## src/rtl/nco_pkg.sv

```systemverilog
package nco_pkg;

   typedef enum logic {
      SHAPE_TOGGLE = 1'b0,
      SHAPE_PULSE  = 1'b1
   } nco_shape_e;

endpackage

```

## src/rtl/nco_phase_acc.sv

```systemverilog
module nco_phase_acc #(
   parameter int ACC_W = 20,
   parameter int INC_W = 16
) (
   input  logic             clk,
   input  logic             rst,
   input  logic             en,
   input  logic [INC_W-1:0] inc,
   output logic             ovf
);
   localparam int PAD_W = ACC_W - INC_W;

   logic [ACC_W-1:0] acc_q;
   logic [ACC_W-1:0] inc_ext;
   logic [ACC_W:0]   sum;

   generate
      if (PAD_W == 0) begin : g_no_pad
         assign inc_ext = inc;
      end else begin : g_pad
         assign inc_ext = {{PAD_W{1'b0}}, inc};
      end
   endgenerate

   assign sum = {1'b0, acc_q} + {1'b0, inc_ext};
   assign ovf = en & sum[ACC_W];

   always_ff @(posedge clk) begin
      if (rst || !en) begin
         acc_q <= '0;
      end else begin
         acc_q <= sum[ACC_W-1:0];
      end
   end
endmodule

```

## src/rtl/nco_toggle.sv

```systemverilog
module nco_toggle (
   input  logic clk,
   input  logic rst,
   input  logic en,
   input  logic ovf,
   output logic tog
);
   logic tog_q;

   always_ff @(posedge clk) begin
      if (rst || !en) begin
         tog_q <= 1'b0;
      end else if (ovf) begin
         tog_q <= ~tog_q;
      end
   end

   assign tog = tog_q;
endmodule

```

## src/rtl/nco_pulse_stretch.sv

```systemverilog
module nco_pulse_stretch #(
   parameter int PWS_W = 3
) (
   input  logic             clk,
   input  logic             rst,
   input  logic             en,
   input  logic             ovf,
   input  logic [PWS_W-1:0] pws,
   output logic             active
);
   // the longest width is 2^(2^PWS_W - 1), which fits in 2^PWS_W bits
   localparam int CNT_W = 2 ** PWS_W;

   logic [CNT_W-1:0] cnt_q;
   logic [CNT_W-1:0] load_val;

   assign load_val = {{(CNT_W-1){1'b0}}, 1'b1} << pws;

   always_ff @(posedge clk) begin
      if (rst || !en) begin
         cnt_q <= '0;
      end else if (ovf) begin
         cnt_q <= load_val;
      end else if (cnt_q != '0) begin
         cnt_q <= cnt_q - 1'b1;
      end
   end

   assign active = (cnt_q != '0);
endmodule

```

## src/rtl/nco_out_stage.sv

```systemverilog
module nco_out_stage
   import nco_pkg::*;
(
   input  logic       clk,
   input  logic       rst,
   input  nco_shape_e shape,
   input  logic       tog,
   input  logic       pulse,
   input  logic       pol,
   input  logic       irq_en,
   input  logic       irq_clr,
   output logic       out,
   output logic       irq
);
   logic pre;
   logic prev_q;
   logic irq_q;
   logic rise;

   assign pre  = (shape == SHAPE_PULSE) ? pulse : tog;
   assign out  = pre ^ pol;
   assign rise = out & ~prev_q;

   always_ff @(posedge clk) begin
      if (rst) begin
         prev_q <= 1'b0;
         irq_q  <= 1'b0;
      end else begin
         prev_q <= out;
         if (irq_en && rise) begin
            irq_q <= 1'b1;
         end else if (irq_clr) begin
            irq_q <= 1'b0;
         end
      end
   end

   assign irq = irq_q;
endmodule

```

## src/rtl/nco_dual_mode.sv

```systemverilog
module nco_dual_mode
   import nco_pkg::*;
#(
   parameter int ACC_W = 20,
   parameter int INC_W = 16,
   parameter int PWS_W = 3
) (
   input  logic             clk,
   input  logic             rst,
   input  logic             en,
   input  logic             mode,
   input  logic             pol,
   input  logic [PWS_W-1:0] pws,
   input  logic [INC_W-1:0] inc,
   input  logic             irq_en,
   input  logic             irq_clr,
   output logic             nco_out,
   output logic             nco_stat,
   output logic             irq_flag
);
   generate
      if (INC_W < 1 || INC_W > ACC_W) begin : g_bad_inc
         $error("nco_dual_mode: INC_W must lie in 1..ACC_W");
      end
      if (PWS_W < 1 || PWS_W > 4) begin : g_bad_pws
         $error("nco_dual_mode: PWS_W must lie in 1..4");
      end
   endgenerate

   logic       ovf_w;
   logic       tog_w;
   logic       pulse_w;
   logic       out_w;
   nco_shape_e shape_w;

   assign shape_w = nco_shape_e'(mode);

   nco_phase_acc #(.ACC_W(ACC_W), .INC_W(INC_W)) u_acc (
      .clk (clk),
      .rst (rst),
      .en  (en),
      .inc (inc),
      .ovf (ovf_w)
   );

   nco_toggle u_tog (
      .clk (clk),
      .rst (rst),
      .en  (en),
      .ovf (ovf_w),
      .tog (tog_w)
   );

   nco_pulse_stretch #(.PWS_W(PWS_W)) u_pulse (
      .clk    (clk),
      .rst    (rst),
      .en     (en),
      .ovf    (ovf_w),
      .pws    (pws),
      .active (pulse_w)
   );

   nco_out_stage u_out (
      .clk     (clk),
      .rst     (rst),
      .shape   (shape_w),
      .tog     (tog_w),
      .pulse   (pulse_w),
      .pol     (pol),
      .irq_en  (irq_en),
      .irq_clr (irq_clr),
      .out     (out_w),
      .irq     (irq_flag)
   );

   assign nco_out  = out_w;
   assign nco_stat = out_w;
endmodule

```

## config.mk

```make
export PLATFORM = sky130hd
export DESIGN_NAME = nco_dual_mode
export DESIGN_NICKNAME = d
export VERILOG_FILES = /design/src/rtl/nco_pkg.sv /design/src/rtl/nco_phase_acc.sv /design/src/rtl/nco_toggle.sv /design/src/rtl/nco_pulse_stretch.sv /design/src/rtl/nco_out_stage.sv /design/src/rtl/nco_dual_mode.sv
export SDC_FILE = /design/constraint.sdc
export NUM_CORES = 1
export LEC_CHECK = 0
export ABC_AREA = 1
export BUFFER_PORTS_ARGS = -buffer_cell sky130_fd_sc_hd__buf_2
export CAP_MARGIN = 25
export CORE_UTILIZATION = 52
export CTS_CLUSTER_DIAMETER = 100
export DETAILED_ROUTE_END_ITERATION = 12
export GPL_TIMING_DRIVEN = 0
export PLACE_DENSITY = 0.82
export SLEW_MARGIN = 20
export SYNTH_ARGS = -nofsm -noshare
export SYNTH_HDL_FRONTEND = slang
export SYNTH_SLANG_ARGS = --single-unit
```

## constraint.sdc

```tcl
create_clock -name clk -period 1.7 [get_ports clk]
set_input_delay 0.17 -clock clk [delete_from_list [all_inputs] [get_ports clk]]
set_output_delay 0.17 -clock clk [all_outputs]
set_load 0.01 [all_outputs]
```

==> metrics.cfg <==
[run_status]
status = complete, but fails checks
violations = negative setup slack

[pwr]
power.internal_uw = 2330
ir_worst_vdd_uv = 1220
swShare_pct = 41.3
combPwrFrac_pct = 58.7
seqPwrFrac_pct = 24.7
pwr-share-clk_pct = 16.6
p_leak_uw = 0.00143
power.density_mw_per_mm2 = 1300
power_switching_uw = 1640

[yosys]
synth_top_area_cell = dfxtp_1
synth_area_mm2 = 0.00220
synthFlopType = dfxtp_1
synth_nets = 376
synth_cell_types = 37
yosysWarnings = 0
async_flop_share_pct = 0
synth_seq_area_share_pct = 28.2
netlist_top_cells_area = dfxtp_1 28%, nand2_1 12%, ha_1 10%, a21oi_1 7.5%, inv_1 7.0%
synth.avg_cell_area_um2 = 6.64
yosysTopAreaCellShare_pct = 28.2
ys_seq_elements = 31
synth_edf_count = 0
syn_inst = 331

[floorplanning]
num_rows = 23
die_h_um = 67.0
core_mm2 = 0.00403
die_w_um = 67.0
design.portCount = 29
die_area_mm2 = 0.00449
initial_core_util_pct = 54.6

[place]
dpl-instance-area_mm2 = 0.00241
port_buffers = 28
place_ws_ns = -0.192
dp_hpwl_mm = 3.74
placedCellCount = 409
gp_congestion = 0.914

[clocking]
cts.sinks = 31
clk_latency_ns = 0.29
clockRootBuffer = clkbuf_8
cts_tree = yes
cts_buffers = 5
ctsHoldBuffers = 0
h-tree-depth = 2
clkSlewWorstSetupHoldPaths_ns = 0.07
cts.path.max_buffers = 2

[grt]
grt.met3_usage_pct = 5.14
grtUsageTotal_pct = 25.7
grt_util_met1_pct = 29.9
grt.busiest_layer = met2
grt_max_degree = 11
grt_pass1_vias = 2168
antenna_found_initial = 0
use_met2_pct = 44.1
grt.overflow.total = 0
grt_pass1_wl_mm = 8.69

[sta]
hold_ws_ns = 0.0923
rsz0062_at_grt = true
fin_crit_ns = 1.78
slew_headroom_pct = 61.5
final-setup-viol-count = 14
worst_pin_slew_ns = 0.578
skew_ns = 0.00769
hold_viol = 0
max_clock_freq_mhz = 561
fin_crit_sh_pct = 105
drv_slew = 0
worst_slack_ns = -0.0823

[setup_path]
worstPathRequired_ns = 1.53
worstPathArrival_ns = 1.61
path_class = reg2out
end_kind = output pin
start_kind = flop
cp_max_fo = 2

[hold_path]
worst_hold_path_type = in2reg

[routing]
via_per_inst = 5.47
vias = 2406
drc_errors = 0
routed_wl_mm = 5.88
wire_per_inst_um = 13.4
dr.pass1.iters = 4
first_iter_violations = 126
ant_nets = 0

[run]
cap_violations = 0

[layout]
layout.cells.most_common_list = 57 x nand2_1, 38 x inv_1, 36 x nor2_1
final_common_cell = nand2_1
syn2layout_area_growth_pct = 38.6
fin_cells = 440
num_antenna_cells = 0
design_area_mm2 = 0.00305
drive_gt1_share_pct = 35.4
num-nets-final = 434

## synth_stat cells (2+ instances only)
library cell and instances:
nor2_4 3, o21ai_0 24, o21bai_1 5, nor2_1 41, o21ai_2 3, nand2_1 68
dfxtp_1 31, xor2_1 3, nor2_2 2, inv_1 41, clkbuf_1 2, inv_2 4
nand2_2 5, or2_2 2, ha_1 18, nor3_1 7, nor3b_1 2, nand3_1 14
nand4_1 3, a21oi_1 33, o21ai_1 4
## power groups by stage
stage	combinational, µW	sequential [µW]	clock (µW)
after CTS	2020	954	658
final	2330	979	660
after floorplan	1360	945	0
after global routing	2550	995	688
after global placement	1610	958	0
after detailed placement	1660	963	0
## through the flow
step / TNS [ns] / util [%] / total power, µW
floorplan: 0 / - / 2300
global placement: -1.24 / 59.7 / 2560
detailed placement: -1.68 / 59.7 / 2620
CTS: -1.39 / 68.6 / 3640
global route: -2.37 / 75.6 / 4230
finish: -0.643 / 75.6 / 3970
## final cells by class
type / instances / area (µm²)
Fill cell: 284 / 982
Tap cell: 50 / 62.6
Multi-Input combinational cell: 250 / 1700
Clock buffer: 8 / 100
Inverter: 46 / 175
Buffer: 4 / 30.0
Timing Repair Buffer: 51 / 353
Sequential cell: 31 / 629
## final timing paths
check              startpoint                to  slack (ns)  cells after the start
min reg2reg         u_out.irq         u_out.irq        0.48                      2
min                       rst      u_out.prev_q        0.09                      2
max          u_pulse.cnt_q[0]          nco_stat       -0.08                     11
max reg2reg    u_acc.acc_q[0]  u_pulse.cnt_q[4]       -0.07                     13
## logic make-up (layout without fill, tap and decap cells)
logic type	Yosys count	count (layout)	share of synthesized area [%]
simple gates	152	152	30.9
compound gates	75	75	19.1
buf+inv	50	109	9.05
flops	31	31	28.2
fa+ha+maj	19	19	11.2
xor+xnor	4	4	1.59
## timing repair
action,4_1_cts,5_1_grt
setup endpoints to repair,20,24
resized for setup,36,47
cloned,1,0
pin swaps,18,14
setup buffers,18,4
## metal layers
layer	part of all wire, %	routed length (µm)
met2	51	3010
met1	43	2530
met4	2.0	118
met5	0	0
met3	3.8	221
## critical path: stages (launching register included)
cell     delay [ns]
dfxtp_2        0.33
inv_2          0.07
ha_4           0.14
nand3_4        0.06
nor2_4         0.10
inv_2          0.04
o21ai_2        0.14
or2_4          0.15
nand2_4        0.04
inv_2          0.06
buf_4          0.10
buf_6          0.09
## sequential cells by signal, summed over array words and instances, names as in the netlist
register,count
u_acc.acc_q,20
u_tog.tog,1
u_out.prev_q,1
u_pulse.cnt_q,8
u_out.irq,1
No activity file was read; power rests on OpenSTA's default activity.
